[src/rtl/claim_pkg.sv]
package claim_pkg;

  typedef enum logic [1:0] {
    ST_IDLE  = 2'd0,
    ST_RETRY = 2'd1,
    ST_XFER  = 2'd2
  } tgt_state_t;

  // command groups served (upper three bits of the start-edge code)
  localparam logic [2:0] GRP_IO  = 3'b001;
  localparam logic [2:0] GRP_MEM = 3'b011;

  localparam logic [3:0] BE_NONE = 4'hF;

endpackage

[src/rtl/claim_cmd_decode.sv]
module claim_cmd_decode
  import claim_pkg::*;
(
  input  logic [3:0] cmd,
  output logic       serve,
  output logic       is_write
);

  always_comb begin
    serve    = (cmd[3:1] == GRP_IO) || (cmd[3:1] == GRP_MEM);
    is_write = cmd[0];
  end

endmodule

[src/rtl/claim_region_match.sv]
module claim_region_match #(
  parameter int AW   = 32,
  parameter int NREG = 4,
  localparam int RW  = (NREG > 1) ? $clog2(NREG) : 1
) (
  input  logic [AW-1:0]      addr,
  input  logic [NREG*AW-1:0] base,
  input  logic [NREG*AW-1:0] mask,
  input  logic [NREG-1:0]    en,
  output logic               hit,
  output logic [RW-1:0]      idx
);

  logic [NREG-1:0] match;

  for (genvar g = 0; g < NREG; g++) begin : g_win
    logic [AW-1:0] diff;
    always_comb begin
      diff     = (addr ^ base[g*AW +: AW]) & mask[g*AW +: AW];
      match[g] = en[g] && (diff == '0);
    end
  end

  // lowest index has priority: scan downward so it is assigned last
  always_comb begin
    hit = 1'b0;
    idx = '0;
    for (int i = NREG - 1; i >= 0; i--) begin
      if (match[i]) begin
        hit = 1'b1;
        idx = RW'(i);
      end
    end
  end

endmodule

[src/rtl/claim_tgt_fsm.sv]
module claim_tgt_fsm
  import claim_pkg::*;
#(
  parameter int RW = 2,
  parameter int BW = 4
) (
  input  logic          clk,
  input  logic          rst,
  input  logic          start,
  input  logic          claim,
  input  logic          busy,
  input  logic [RW-1:0] region_in,
  input  logic          write_in,
  input  logic          frame_n,
  input  logic          irdy_n,
  input  logic [BW-1:0] cbe_n,
  input  logic          done,
  output logic          take,
  output logic          devsel_n,
  output logic          trdy_n,
  output logic          stop_n,
  output logic          xfer_active,
  output logic          xfer_burst,
  output logic [RW-1:0] xfer_region,
  output logic          xfer_write,
  output logic [BW-1:0] xfer_be_n
);

  tgt_state_t state;
  logic       first;

  always_comb take = (state == ST_IDLE) && start && claim && !busy;

  always_ff @(posedge clk) begin
    if (rst) begin
      state       <= ST_IDLE;
      first       <= 1'b0;
      devsel_n    <= 1'b1;
      trdy_n      <= 1'b1;
      stop_n      <= 1'b1;
      xfer_active <= 1'b0;
      xfer_burst  <= 1'b0;
      xfer_region <= '0;
      xfer_write  <= 1'b0;
      xfer_be_n   <= {BW{1'b1}};
    end else begin
      case (state)
        ST_IDLE: begin
          if (start && claim) begin
            devsel_n <= 1'b0;
            if (busy) begin
              state  <= ST_RETRY;
              stop_n <= 1'b0;
            end else begin
              state       <= ST_XFER;
              xfer_active <= 1'b1;
              xfer_region <= region_in;
              xfer_write  <= write_in;
              xfer_burst  <= 1'b0;
              first       <= 1'b1;
            end
          end
        end
        ST_RETRY: begin
          if (frame_n) begin
            state    <= ST_IDLE;
            devsel_n <= 1'b1;
            stop_n   <= 1'b1;
          end
        end
        ST_XFER: begin
          first     <= 1'b0;
          xfer_be_n <= cbe_n;
          if (first && !frame_n) xfer_burst <= 1'b1;
          if (trdy_n) begin
            if (done) trdy_n <= 1'b0;
          end else if (!irdy_n) begin
            trdy_n <= 1'b1;
            if (frame_n) begin
              state       <= ST_IDLE;
              devsel_n    <= 1'b1;
              xfer_active <= 1'b0;
              xfer_burst  <= 1'b0;
              xfer_be_n   <= {BW{1'b1}};
            end
          end
        end
        default: state <= ST_IDLE;
      endcase
    end
  end

endmodule

[src/rtl/bus_claim_front.sv]
module bus_claim_front
  import claim_pkg::*;
#(
  parameter int AW   = 32,
  parameter int NREG = 4,
  parameter int BW   = 4,
  localparam int RW  = (NREG > 1) ? $clog2(NREG) : 1
) (
  input  logic               clk,
  input  logic               rst,
  input  logic               frame_n,
  input  logic               irdy_n,
  input  logic [AW-1:0]      ad_in,
  input  logic [BW-1:0]      cbe_n,
  input  logic [NREG*AW-1:0] cfg_base,
  input  logic [NREG*AW-1:0] cfg_mask,
  input  logic [NREG-1:0]    cfg_en,
  input  logic               busy,
  input  logic               done,
  output logic               devsel_n,
  output logic               trdy_n,
  output logic               stop_n,
  output logic               xfer_active,
  output logic               xfer_burst,
  output logic [RW-1:0]      xfer_region,
  output logic               xfer_write,
  output logic [BW-1:0]      xfer_be_n,
  output logic [AW-1:0]      addr_hold
);

  logic          frame_q;
  logic          start;
  logic          win_hit;
  logic [RW-1:0] win_idx;
  logic          cmd_ok;
  logic          cmd_wr;
  logic          take;

  always_ff @(posedge clk) begin
    if (rst) frame_q <= 1'b1;
    else     frame_q <= frame_n;
  end

  always_comb start = frame_q && !frame_n;

  claim_region_match #(.AW(AW), .NREG(NREG)) u_match (
    .addr (ad_in),
    .base (cfg_base),
    .mask (cfg_mask),
    .en   (cfg_en),
    .hit  (win_hit),
    .idx  (win_idx)
  );

  claim_cmd_decode u_cmd (
    .cmd      (cbe_n[3:0]),
    .serve    (cmd_ok),
    .is_write (cmd_wr)
  );

  claim_tgt_fsm #(.RW(RW), .BW(BW)) u_fsm (
    .clk         (clk),
    .rst         (rst),
    .start       (start),
    .claim       (win_hit && cmd_ok),
    .busy        (busy),
    .region_in   (win_idx),
    .write_in    (cmd_wr),
    .frame_n     (frame_n),
    .irdy_n      (irdy_n),
    .cbe_n       (cbe_n),
    .done        (done),
    .take        (take),
    .devsel_n    (devsel_n),
    .trdy_n      (trdy_n),
    .stop_n      (stop_n),
    .xfer_active (xfer_active),
    .xfer_burst  (xfer_burst),
    .xfer_region (xfer_region),
    .xfer_write  (xfer_write),
    .xfer_be_n   (xfer_be_n)
  );

  always_ff @(posedge clk) begin
    if (rst)       addr_hold <= '0;
    else if (take) addr_hold <= ad_in;
  end

endmodule

[config.mk]
export PLATFORM = sky130hd
export DESIGN_NAME = bus_claim_front
export DESIGN_NICKNAME = d
export VERILOG_FILES = /design/src/rtl/claim_pkg.sv /design/src/rtl/claim_cmd_decode.sv /design/src/rtl/claim_region_match.sv /design/src/rtl/claim_tgt_fsm.sv /design/src/rtl/bus_claim_front.sv
export SDC_FILE = /design/constraint.sdc
export NUM_CORES = 1
export LEC_CHECK = 0
export BUFFER_PORTS_ARGS = -buffer_cell sky130_fd_sc_hd__clkbuf_2
export CAP_MARGIN = 20
export CELL_PAD_IN_SITES_DETAIL_PLACEMENT = 2
export CELL_PAD_IN_SITES_GLOBAL_PLACEMENT = 2
export CORE_MARGIN = 5
export CORE_UTILIZATION = 19
export DETAILED_ROUTE_END_ITERATION = 10
export GPL_ROUTABILITY_DRIVEN = 0
export PLACE_DENSITY = 0.87
export SLEW_MARGIN = 20
export SYNTH_ARGS = -nofsm -noshare
export SYNTH_HDL_FRONTEND = slang
export SYNTH_SLANG_ARGS = --single-unit
[constraint.sdc]
create_clock -name clk -period 2.66 [get_ports clk]
set_input_delay 0.266 -clock clk [delete_from_list [all_inputs] [get_ports clk]]
set_output_delay 0.266 -clock clk [all_outputs]
set_load 0.01 [all_outputs]
# Yosys cells after proc, flatten, opt, wreduce, memory -nomap -nowiden
# Cells that the tools add are included.
# totals
regBits,48
in_bits,302
output_inout_bits,44
word_cells,103
# op_classes
eq_ne,11
mux,43
n_bitwise,9
reduce_logical,28
# op_table
cell,n
AND 32 bit,4
zero test 32 bit,4
bitwise XOR 32 bit,4
two-way mux 1 bit,25
two-way mux 2 bit,9
inequality test 2 bit (second input constant),7
two-way mux 4 bit,3
logical AND 1 bit,11
AND reduction 3 bit,3
case mux 1 bit (2 select lines),4
AND reduction 4 bit,2
case mux 2 bit (3 select lines),1
AND reduction 6 bit,1
nonzero test 2 bit,2
equality test 3 x 1 -> 1 bit (second input constant),1
equality test 3 x 2 -> 1 bit (second input constant),1
case mux 1 bit (3 select lines),1
nonzero test 3 bit,1
equality test 2 x 1 -> 1 bit (second input constant),1
equality test 2 bit (second input constant),1
zero test 1 bit,2
zero test 2 bit,1
logical OR 1 bit,1
NOT 1 bit,1

# Logic depth before layout (Yosys ltp)
# Gate-level depths: netlist of the first run.
# depth
ltp_word,12
depth_mapped,11

# Hierarchy
# A second synthesis of the first run with hierarchy kept.
# unflattened
cells_unflattened,409
area_unflattened_um2,3839.9
# modules_own_cells
mod,instances,cells_each,area_each_um2,seq_area_each_um2
claim_region_match,1,217,1818.0,0.0
bus_claim_front,1,108,1214.9,660.6
claim_tgt_fsm,1,82,785.8,300.3
claim_cmd_decode,1,2,21.3,0.0

# Least setup slack after synthesis of the first run
# Ideal clock, no wire load.
# synth_path
path_type,input to register
startpoint,input ad_in[23]
endpoint,register addr_hold[0]
arrival_ns,1.967
required_ns,2.532
setup_slack_ns,0.565
path_stages,11
path_buffers,3
cell_sequence,buf_2 > xor2_1 > a22o_1 > a221oi_1 > and3_1 > nand2_2 > a31oi_4 > buf_6 > buf_8 > mux2i_1 > nor2_1
# synth_between
elab_chain_cells,11
elab_cells_between_ends,23
cone_classes,mux (4); bitwise (8); reduce/logical (11)
# synth_rtl
item,line,text
start: declaration,bus_claim_front.sv:13,"input logic [AW-1:0] ad_in,"
bitwise XOR 32 bit,claim_region_match.sv:19,diff = (addr ^ base[g*AW +: AW]) & mask[g*AW +: AW];
AND 32 bit,claim_region_match.sv:19,
zero test 32 bit,claim_region_match.sv:20,match[g] = en[g] && (diff == '0);
logical AND 1 bit,claim_region_match.sv:20,
two-way mux 1 bit (3 in series),claim_region_match.sv:29,if (match[i]) begin
two-way mux 1 bit (*),claim_region_match.sv:29,
logical AND 1 bit (*),bus_claim_front.sv:65,".claim (win_hit && cmd_ok),"
logical AND 1 bit (*) (2 in series),claim_tgt_fsm.sv:32,always_comb take = (state == ST_IDLE) && start && claim && !busy;
end signal: assignment,bus_claim_front.sv:86,else if (take) addr_hold <= ad_in;
end: declaration,bus_claim_front.sv:28,output logic [AW-1:0] addr_hold
# Every way passes the cells marked *; elsewhere a longest branch is shown, timed or not.
# A chain may end at the register's enable or synchronous reset.

# Worst setup path after layout of the first run
# layout_path
startpoint,input ad_in[31]
endpoint,register u_fsm.xfer_burst
# layout_between
elab_chain_cells,12
elab_cells_between_ends,24
cone_classes,eq/ne (1); mux (4); bitwise (8); reduce/logical (11)
# layout_rtl
item,line,text
bitwise XOR 32 bit,claim_region_match.sv:19,
AND 32 bit,claim_region_match.sv:19,
zero test 32 bit,claim_region_match.sv:20,
logical AND 1 bit,claim_region_match.sv:20,
two-way mux 1 bit (3 in series),claim_region_match.sv:29,
two-way mux 1 bit (*),claim_region_match.sv:29,
logical AND 1 bit (*),bus_claim_front.sv:65,
logical AND 1 bit (*),claim_tgt_fsm.sv:49,if (start && claim) begin
inequality test 2 bit (no source line) (*),n/a,
AND reduction 3 bit (no source line) (*),n/a,
end signal: assignment,claim_tgt_fsm.sv:42,xfer_burst <= 1'b0;
end signal: assignment,claim_tgt_fsm.sv:59,xfer_burst <= 1'b0;
end signal: assignment,claim_tgt_fsm.sv:74,if (first && !frame_n) xfer_burst <= 1'b1;
end: declaration,claim_tgt_fsm.sv:23,"output logic xfer_burst,"
# Marked as above.

==> results.md, run 1 <==
- Slew Limit Fails: 0
- Final setup margin: 0.311 ns
- CP required: around 2.9 ns
- Starting Density: 0.193
- WL/cell: 23.9 um
- Post-Syn Area: between 3000 and 4000 sq um
- Cell area power density: 339 nW/um^2
- RSZ-0062 raised after global routing: false
- Die area: about 24,000 sq um
- Largest family of logic cells by synthesized area: XOR/XNOR gates
- Hold Path Class: in2reg
- IO Count: 346
- Fin crit share: 0.883
- DRT Pass-1 Iters: 4
- DR DRC count: 0
- Sequential standard cell area: between 900 and 1000 sq um
- Vias per inst: around 4.5
- Routed wire length: approximately 25,000 um
- XOR/XNOR Fraction of Synth Area: 0.287
- Ys flop type: dfxtp_1
- Buf/Inv on CP: 3
- Clock slew at reported path FFs: about 0.070 ns
- Worst-path maximum fanout: 29
- Chip height: approximately 150 um
- Worst path cell trace: clkbuf_2 -> xor2_1 -> a22oi_1 -> nand4_1 -> nor3_1 -> buf_4 -> nand2_2 -> a31oi_4 -> buf_12 -> o211ai_1 -> a211oi_2
- Post-DP HPWL: approximately 23,000 um
- Setup bufs post-CTS: 0
- Hold_buf cts: 0
- Clk Latency, worst-skew pair: approximately 0.3 ns
- CTS Buf Count: 5
- CTS tree: built
- Top cell family by delay on the critical path: compound AO/OA/AOI/OAI gates
- Via count: about 4,800
- Yosys warning total: 0
- Clk_skew: just over 0.007 ns
- Core area: roughly 20,000 sq um
- WS Path Type: in2reg
- Slew @ Worst Pin: between 0.6 and 0.7 ns
- H-tree depth: 2
- CTS sink cnt: 48
- Met1 Usage GRT: 0.226
- FF+latch count, synth: between 40 and 50
- Max-capacitance violation count: 0
- M2 GR Usage: 0.384
- M3 GR Usage: 0.0560
- Slowest cell on crit path: nand4_1
- Largest net degree at the start of global routing: 30
- Final Hold Vio Count: 0
- Clock Path Buffers: 2
- Tot Pwr: roughly 2.1 mW
- Placed cell count: between 1,000 and 1,500
- Avg Synthesized Cell Area: 8.78 sq um
- First-pass GRT wire length: around 35,000 um
- Post-synth EDFFs: 0
- Area used by multi-input combinational logic: around 2700 sq um
- Compound-cell area share of the yosys netlist: 0.186
- Synth Area in Adders: 0.0128
- Reg2Reg Capture Point: u_fsm.xfer_burst
- Multiplexer share of the synthesized area: 0.0846
- Setup-failing EPs final: 0
- Placement Rows: between 50 and 60
- GRT Total Usage: 0.204
- Worst R2R Setup Slack: 0.48 ns
- CP Capture Type: register
- Leakage: 3.03 nW
- Final #Nets: approximately 1,100
- Antenna cells: 0
- Syn Nets: about 750
- Dpl ws: -0.0830 ns
- Buffers added on ports: about 350
- Hold Crit Start: cbe_n[2]
- Share of cells above drive strength 1: 0.502
- Period minus WS final: ~2.3 ns
- Slew margin rel.: 0.587
- Vias in the first global route: between 5,000 and 6,000
- Cts repair resizes: 0
- 1st-iter DRT viols: roughly 170
- Fmax: ~430 MHz
- Crit path largest cell delay: a little under 0.3 ns
- Worst setup SP type: input pin
- Worst Hold End: u_fsm.xfer_be_n[2]
- Status: finished, final reports clean
- Final core occ: 0.303
- FILL cells: 2,421
- RR Startpoint: u_fsm.state[0]
- R2r worst-path depth: 9
- GRT Max-Usage Layer: met2
- Max VDD drop: ~200 uV
- Initial antenna violation count: 0
- Ys async rst share: 0
- Hold-critical path depth: 3
- Post-Synth Simple-Gate Area: 0.116
- Design Area, Final: about 6100 sq um
- Mapped Cells: about 450
- Die X: between 150 and 200 um
- Syn-to-layout area delta: 56.8%
- Post-synthesis sequential area ratio: 0.246
- Post-Layout Cell Count: roughly 1,100
- DP Area: between 5000 and 6000 sq um
- Antenna Nets Post-Route: 0
- Total grt overflow: 0
- Worst Path Arrival: 2.57 ns
- Synth unique cells: between 40 and 50
- Root buffer cell: clkbuf_16
[final cells by class]
class                   count  share of cell area
multi-input cells         347               0.438
repair buffers            375               0.321
flip-flops and latches     48               0.157
well taps                 270              0.0552
clock buffers               6              0.0227
inverters                   8             0.00490
clock inverters             1             0.00143
[placed cells by master, fill, tap and decap left out, drive strengths merged, types with 8 or more instances in the layout]
master	instances
nor3	11
inv	8
a22o	8
dfxtp	48
nand2	12
clkbuf	351
mux2i	33
a221oi	8
nand4	13
nor2	39
buf	30
a22oi	43
xor2	128
[worst max path at each step]
| stage | slack, ns | start | depth (start not counted) | endpoint |
|---|---|---|---|---|
| global route | 0.11 | ad_in[0] | 11 | addr_hold[19] |
| global placement | -0.05 | ad_in[5] | 10 | u_fsm.xfer_burst |
| finish | 0.31 | ad_in[31] | 11 | u_fsm.xfer_burst |
| floorplan | 0.57 | ad_in[23] | 11 | addr_hold[0] |
| CTS | 0.23 | ad_in[0] | 11 | u_fsm.xfer_burst |
| detailed placement | -0.08 | ad_in[0] | 11 | u_fsm.xfer_burst |
[synth_stat cells (2+ instances only)]
| cell type | instances | share of area |
|---|---|---|
| a21oi_1 | 4 | 0.0051 |
| a221oi_1 | 5 | 0.011 |
| a221oi_2 | 3 | 0.012 |
| a222oi_1 | 4 | 0.010 |
| a22o_1 | 8 | 0.018 |
| a22oi_1 | 42 | 0.081 |
| a31oi_1 | 3 | 0.0048 |
| and3_1 | 4 | 0.0064 |
| buf_2 | 26 | 0.033 |
| buf_4 | 2 | 0.0038 |
| buf_6 | 3 | 0.0087 |
| clkbuf_1 | 10 | 0.0096 |
| dfxtp_1 | 48 | 0.25 |
| ha_1 | 4 | 0.013 |
| inv_1 | 8 | 0.0077 |
| mux2i_1 | 33 | 0.085 |
| nand2_1 | 11 | 0.011 |
| nand2b_1 | 4 | 0.0064 |
| nand3_1 | 3 | 0.0038 |
| nand4_1 | 13 | 0.021 |
| nor2_1 | 39 | 0.037 |
| nor3_1 | 8 | 0.010 |
| nor3_2 | 3 | 0.0077 |
| o21a_1 | 2 | 0.0038 |
| o21ai_0 | 3 | 0.0038 |
| o22ai_1 | 4 | 0.0064 |
| or3_1 | 2 | 0.0032 |
| xor2_1 | 128 | 0.29 |
[through the flow]
stage / hold WS (ns) / setup TNS (ns)
global route: 0.216 / 0
CTS: 0.210 / 0
floorplan: 0.373 / 0
detailed placement: 0.461 / -0.912
global placement: 0.449 / -0.0656
finish: 0.214 / 0
[cell families after synthesis]
family,count (synthesis)
and+or+nand+nor,92
AOI/OAI and AO/OA,90
DFF,48
muxes,33
xor gates and xnor gates,128
buffers and inverters,50
adders and majority gates,4
[sequential cells by signal (all words and copies together), names as in the netlist, 2 cells and up]
signal	flops
u_fsm.xfer_region	2
u_fsm.xfer_be_n	4
u_fsm.state	2
addr_hold	32
[layer usage]
metal,vias up,share of wire
li1,2246,-
met1,2284,0.38
met2,222,0.52
met3,29,0.073
met4,0,0.022
met5,-,0
[where the power goes]
group          internal (mW)  switching (mW)
sequential             0.719        0.000286
clock                  0.372           0.299
combinational          0.330           0.357
[worst reg2reg max path, delay by kind of cell (launching register included)]
family                     cells  cell delay (ns)
adders and majority gates      1             0.28
DFF                            1             0.35
buffers and inverters          3             0.51
and+or+nand+nor                2             0.33
AOI/OAI and AO/OA              3             0.62
Power figures use the tool's default switching activity.
==> run 2, diff against run 1 <==
--- a/config.mk
+++ b/config.mk
@@ -5,6 +5,7 @@
 export SDC_FILE = /design/constraint.sdc
 export NUM_CORES = 1
 export LEC_CHECK = 0
+export ABC_AREA = 1
 export BUFFER_PORTS_ARGS = -buffer_cell sky130_fd_sc_hd__clkbuf_2
 export CAP_MARGIN = 20
 export CELL_PAD_IN_SITES_DETAIL_PLACEMENT = 2
==> results.md, run 2 <==
- 1st-iter DRT viols: 177 (+4.7%)
- Status: finished, final reports clean
- Syn Nets: 1,150 (+53%)
- Most frequent cell after synthesis: nand2_1
- Reg with most FFs: addr_hold
- Avg Synthesized Cell Area: 5.86 sq um (-33%)
- Synth unique cells: 33 (-28%)
- WL/cell: 17.7 um (-26%)
- Buf/Inv on CP: 2 (-1)
- Antenna Nets Post-Route: 0 (unchanged)
- Ys async rst share: 0 (unchanged)
- Die area: 29,300 sq um (+25%)
- Crit-path most repeated cell: nand2_1
- IO Count: 346 (unchanged)
- CTS Buf Count: 5 (unchanged)
- Commonest non-fill, non-tap cell in the layout: clkbuf_2
- Die X: 171 um (+12%)
- Syn-to-layout area delta: 43.2%
- DRT Pass-1 Iters: 6 (+2)
- Top cell family by delay on the critical path: simple AND/OR/NAND/NOR gates
- Fin crit share: 0.849 (-0.0341)
- Max-capacitance violation count: 0 (unchanged)
- Buffers added on ports: 345 (unchanged)
- Post-Syn Area: 4940 sq um (+27%)
- Root buffer cell: clkbuf_16
- Mapped Cells: 844 (+90%)
- CP required: 2.87 ns (about the same)
- Post-synth top cells: 293 x nand2_1, 122 x nand3_1, 103 x inv_1, 55 x nor2_1, 48 x dfxtp_1
- Slew margin rel.: 0.567 (-0.0205)
- Worst setup SP type: input pin
- Clock slew at reported path FFs: 0.07 ns (about the same)
- Routed wire length: 26,800 um (+6.2%)
- FF+latch count, synth: 48 (unchanged)
- Period minus WS final: 2.26 ns (-0.0907 ns)
- Cell area power density: 339 nW/um^2 (about the same)
- Core area: 25,800 sq um (+28%)
- Final core occ: 0.274 (-0.0286)
- Setup bufs post-CTS: 0 (unchanged)
- Clk Latency, worst-skew pair: 0.30 ns (about the same)
- First-pass GRT wire length: 40,200 um (+14%)
- Leakage: 4.02 nW (+33%)
- Yosys top cell area share: 0.222 (-0.0646)
- Top flop regs: addr_hold (32), u_fsm.xfer_be_n (4)
- H-tree depth: 2 (unchanged)
- Slew Limit Fails: 0 (unchanged)
- Largest net degree at the start of global routing: 28 (-6.7%)
- Crit path largest cell delay: 0.35 ns (+0.06 ns)
- CP Capture Type: register
- Share of cells above drive strength 1: 0.366 (-0.136)
- Total grt overflow: 0 (unchanged)
- RSZ-0062 raised after global routing: false
- WS Path Type: in2reg
- DR DRC count: 0 (unchanged)
- CTS tree: built
- Starting Density: 0.191 (-0.00166)
- Post-DP HPWL: 24,200 um (+7.3%)
- Most frequent cells in the layout: 345 x clkbuf_2, 293 x nand2_1, 122 x nand3_1
- Antenna cells: 0 (unchanged)
- Hold Path Class: in2reg
- Final Hold Vio Count: 0 (unchanged)
- Top cells by area, synth: nand2_1 22%, dfxtp_1 19%, nand3_1 12%
- FILL cells: 3,302 (+36%)
- Placement Rows: 59 (+13%)
- Setup-failing EPs final: 0 (unchanged)
- Max VDD drop: 214 uV (+4.8%)
- Via count: 6,667 (+39%)
- GRT Total Usage: 0.176 (-0.0280)
- Fmax: 443 MHz (+4.0%)
- Leading area contributor after synthesis: nand2_1
- Slew @ Worst Pin: 0.644 ns (+0.0252 ns)
- Worst Path Arrival: 2.47 ns (-0.10 ns)
- Post-synthesis sequential area ratio: 0.194 (-0.0517)
- CTS sink cnt: 48 (unchanged)
- Initial antenna violation count: 0 (unchanged)
- Vias in the first global route: 7,500 (+36%)
- Vias per inst: 4.42 (-2.6%)
- Cts repair resizes: 0 (unchanged)
- Slowest cell on crit path: buf_4
- Yosys warning total: 0 (unchanged)
- Worst hold margin: 0.184 ns (-0.0295 ns)
- Post-synth EDFFs: 0 (unchanged)
- Clock Path Buffers: 2 (unchanged)
- Clk_skew: 0.0117 ns (+0.00451 ns)
- Fin Setup TNS: 0 ns (unchanged)
- Hold_buf cts: 0 (unchanged)
- Worst-path maximum fanout: 27 (-6.9%)
- Final #Nets: 1,480 (+36%)
- Chip height: 171 um (+12%)
- Max FFs per register: 32 (unchanged)
- Worst path cell trace: clkbuf_2 -> or2_1 -> nand3_1 -> nand2_1 -> nor2_1 -> nand2_1 -> nor2_1 -> nand3_1 -> nand2_1 -> nand2_2 -> nand2_4 -> buf_4 -> a21oi_1 -> nor3_1
- Ys flop type: dfxtp_1
## run 2: cell count changes after synthesis, sizes merged, moves of 43 or more
cell   previous run  this run
a22oi            43         0
inv               8       111
nand2            12       296
nand3             3       124
nor2             39        83
xor2            128        14
## run 2: worst min-delay path: cells and delay by family
kind | cells | cell delay [ns]
AO/OA/AOI/OAI | 1 | 0.07
buffers and inverters | 1 | 0.07
AND/OR/NAND/NOR | 1 | 0.05
## run 2: final cells by class
type                       count  area [sq um]  area share
multi-input combinational    655          3340       0.472
inverter                     111           417      0.0589
tap                          335           419      0.0592
clock inverter                 1          8.76     0.00124
timing repair buffer         353          1800       0.254
sequential                    48           961       0.136
clock buffer                   7           133      0.0187
## run 2: kinds of logic (layout without fill, tap and decap cells)
family                     Yosys count  after routing  synth area share
buffers and inverters              141            472             0.131
DFF                                 48             48             0.194
and+or+nand+nor                    580            580             0.578
AOI/OAI and AO/OA                   57             57            0.0613
adders and majority gates            4              4            0.0101
xor gates and xnor gates            14             14            0.0248
## run 2: path summary, 6_finish.rpt
kind	startpoint	end	slack (ns)	depth (start not counted)
max reg2reg	frame_q	addr_hold[8]	0.61	7
min	cbe_n[2]	u_fsm.xfer_be_n[2]	0.18	3
max	ad_in[4]	addr_hold[8]	0.40	14
min reg2reg	u_fsm.xfer_region[0]	u_fsm.xfer_region[0]	0.49	2
## run 2: layer usage
layer  GRT usage  up-vias  wire (um)
li1            -     3307          -
met1       0.201     3144      10800
met2       0.330      184      13800
met3      0.0377       32       1420
met4      0.0441        0        667
met5           0        -          0
## run 2: report_power, final
group	internal (mW)	switching [mW]	total, mW
clock	0.353	0.310	0.663
sequential	0.754	0.0284	0.783
combinational	0.381	0.572	0.953
## run 2: metrics by stage
step	power, mW	cells	cell area, sq um	setup WS (ns)
floorplan	1.28	844	4940	0.840
global placement	1.72	1502	6940	0.141
detailed placement	1.77	1502	6940	-0.00571
CTS	2.46	1510	7080	0.320
global route	2.59	1510	7080	0.175
finish	2.40	1510	7080	0.402
==> run 3, diff against run 2 <==
==> constraint.sdc (replaced) <==
create_clock -name clk -period 2.1 [get_ports clk]
set_input_delay 0.21 -clock clk [delete_from_list [all_inputs] [get_ports clk]]
set_output_delay 0.21 -clock clk [all_outputs]
set_load 0.01 [all_outputs]
==> results.md, run 3 (synthesized netlist as in run 2, its figures left out) <==
- Status: finished, final reports clean
- First-pass GRT wire length: 41,000 um (+1.9%)
- Max FFs per register: 32 (unchanged)
- Die X: 171 um (unchanged)
- Reg with most FFs: addr_hold
- CP Capture Type: register
- CTS tree: built
- Hold_buf cts: 0 (unchanged)
- Top flop regs: addr_hold (32), u_fsm.xfer_be_n (4)
- Fin Setup TNS: 0 ns (unchanged)
- Leakage: 4.33 nW (+7.6%)
- Switch share: 0.374 (-0.00524)
- Vias in the first global route: 7,844 (+4.6%)
- Slew @ Worst Pin: 0.692 ns (+0.0479 ns)
- WS Path Type: in2reg
- Setup-failing EPs final: 0 (unchanged)
- Post-DP HPWL: 25,100 um (+3.4%)
- Period minus WS final: ~1.9 ns
- Vias per inst: 4.41 (-0.19%)
- Total grt overflow: 0 (unchanged)
- Worst R2R Setup Slack: 0.29 ns (-0.32 ns)
- Crit. path cell count: 15 (+1)
- Cell area power density: 409 nW/um^2 (+21%)
- Top cell family by delay on the critical path: simple AND/OR/NAND/NOR gates
- Initial antenna violation count: 0 (unchanged)
- Gate power share: 0.420 (+0.023)
- WL/cell: 17.6 um (-0.82%)
- Hold-critical path depth: 3 (unchanged)
- Clk_skew: 0.00518 ns (-0.00649 ns)
- Placement Rows: 59 (unchanged)
- Fmax: approximately 520 MHz
- Final #Nets: 1,538 (+3.9%)
- Root buffer cell: clkbuf_16
- Slew margin rel.: 0.535 (-0.0322)
- IO Count: 346 (unchanged)
- DR DRC count: 0 (unchanged)
- Design Area, Final: 7600 sq um (+7.3%)
- CP required: 2.26 ns (-0.61 ns)
- Crit-path most repeated cell: nand2_1
- Crit path largest cell delay: 0.25 ns (-0.10 ns)
- Max-capacitance violation count: 0 (unchanged)
- Buffers added on ports: 345 (unchanged)
- Hold Path Class: in2reg
- Die area: 29,300 sq um (unchanged)
- Worst Path Arrival: 2.07 ns (-0.40 ns)
- Slew Limit Fails: 0 (unchanged)
- CTS sink cnt: 48 (unchanged)
- GRT Total Usage: 0.178 (+0.00243)
- Clock Path Buffers: 2 (unchanged)
- Largest net degree at the start of global routing: 23 (-18%)
- Antenna cells: 0 (unchanged)
- H-tree depth: 2 (unchanged)
- Final setup margin: 0.193 ns (-0.208 ns)
- Clk Latency, worst-skew pair: 0.29 ns (about the same)
- Via count: 6,910 (+3.6%)
- 1st-iter DRT viols: 140 (-21%)
- Core area: 25,800 sq um (unchanged)
- Worst-path maximum fanout: 9 (-67%)
- Worst setup SP type: input pin
- Starting Density: 0.191 (unchanged)
- Syn-to-layout area delta: 53.7%
- Tot Pwr: 3.11 mW (+30%)
- Most frequent cells in the layout: 343 x clkbuf_2, 293 x nand2_1, 120 x nand3_1
- Commonest non-fill, non-tap cell in the layout: clkbuf_2
- Buf/Inv on CP: 2 (unchanged)
- Clock power frac: 0.260 (-0.016)
- Fin crit share: 0.908
- Sequential standard cell area: 961 sq um (unchanged)
- R2r worst-path depth: 7 (unchanged)
- FILL cells: 3,313 (+0.33%)
- Area used by multi-input combinational logic: 3380 sq um (+1.1%)
- Slowest cell on crit path: or2_1
- DRT Pass-1 Iters: 4 (-2)
- Share of cells above drive strength 1: 0.404 (+0.0379)
- Chip height: 171 um (unchanged)
- Routed wire length: 27,600 um (+3.0%)
- CTS Buf Count: 5 (unchanged)
- Pint: 1.95 mW (+31%)
- Clock slew at reported path FFs: 0.07 ns (about the same)
- Max VDD drop: 374 uV (+75%)
- Antenna Nets Post-Route: 0 (unchanged)
- DP Area: 7380 sq um (+6.4%)
- Worst path cell trace: clkbuf_2 -> or2_1 -> nand3_1 -> nand2_1 -> nor2_2 -> nand2_1 -> nor2_1 -> nand3_1 -> nand2_1 -> nand2_2 -> nand2_4 -> nand2_8 -> buf_4 -> nor2_1 -> nor3_1
- Dpl ws: -0.248 ns (-0.242 ns)
- Reg power frac: 0.320 (-0.006)
- Final Hold Vio Count: 0 (unchanged)
- Switching Power: 1.16 mW (+28%)
## run 3: cell count changes in the layout (fill, tap and decap cells not counted), sizes merged
cell,before,now
buf,8,67
clkbuf,352,351
## run 3: timing repair
action,4_1_cts,5_1_grt
hold endpoints to repair,0,0
resized for setup,0,15
endpoints found under the setup margin,0,41
buffers inserted,0,1
## run 3: cell type report
type                       count  share of cell area
tap                          335              0.0552
clock buffer                   7              0.0175
clock inverter                 1             0.00115
multi-input combinational    655               0.445
inverter                     111              0.0548
sequential                    48               0.126
timing repair buffer         411               0.300
## run 3: power groups by stage
stage | sequential (mW) | clock, mW | combinational [mW]
3_5_place_dp | 1.02 | 0 | 1.31
3_3_place_gp | 1.01 | 0 | 1.23
5_1_grt | 1.00 | 0.886 | 1.46
6_report | 0.994 | 0.808 | 1.31
4_1_cts | 0.994 | 0.846 | 1.32
2_1_floorplan | 1.02 | 0 | 0.598
## run 3: path summary, 6_finish.rpt
kind                                            to         startpoint
worst max-delay path                  addr_hold[5]           ad_in[4]
worst min-delay path            u_fsm.xfer_be_n[2]           cbe_n[2]
worst max register to register        addr_hold[7]     u_fsm.state[0]
worst min register to register   u_fsm.xfer_active  u_fsm.xfer_active
## run 3: per-stage QoR
step / utilization / hold slack (ns) / cells
final: 0.294 / 0.138 / 1568
after global routing: 0.294 / 0.133 / 1568
after global placement: 0.286 / 0.430 / 1558
after CTS: 0.291 / 0.128 / 1566
after detailed placement: 0.286 / 0.437 / 1558
after floorplan: - / 0.331 / 844
## run 3: per-layer routing
| layer | track usage | up-vias | routed length [um] |
|---|---|---|---|
| met4 | 0.0410 | 0 | 705 |
| met2 | 0.348 | 196 | 14800 |
| li1 | - | 3422 | - |
| met3 | 0.0352 | 43 | 1600 |
| met1 | 0.197 | 3249 | 10500 |
| met5 | 0 | - | 0 |
## run 3: worst register-to-register path, delay by kind of cell (launching register included)
| kind | cells | cell delay, ns |
|---|---|---|
| buffers and inverters | 3 | 0.58 |
| and+or+nand+nor | 2 | 0.44 |
| DFF | 1 | 0.33 |
| adders and majority gates | 1 | 0.25 |
| AOI/OAI and AO/OA | 1 | 0.13 |
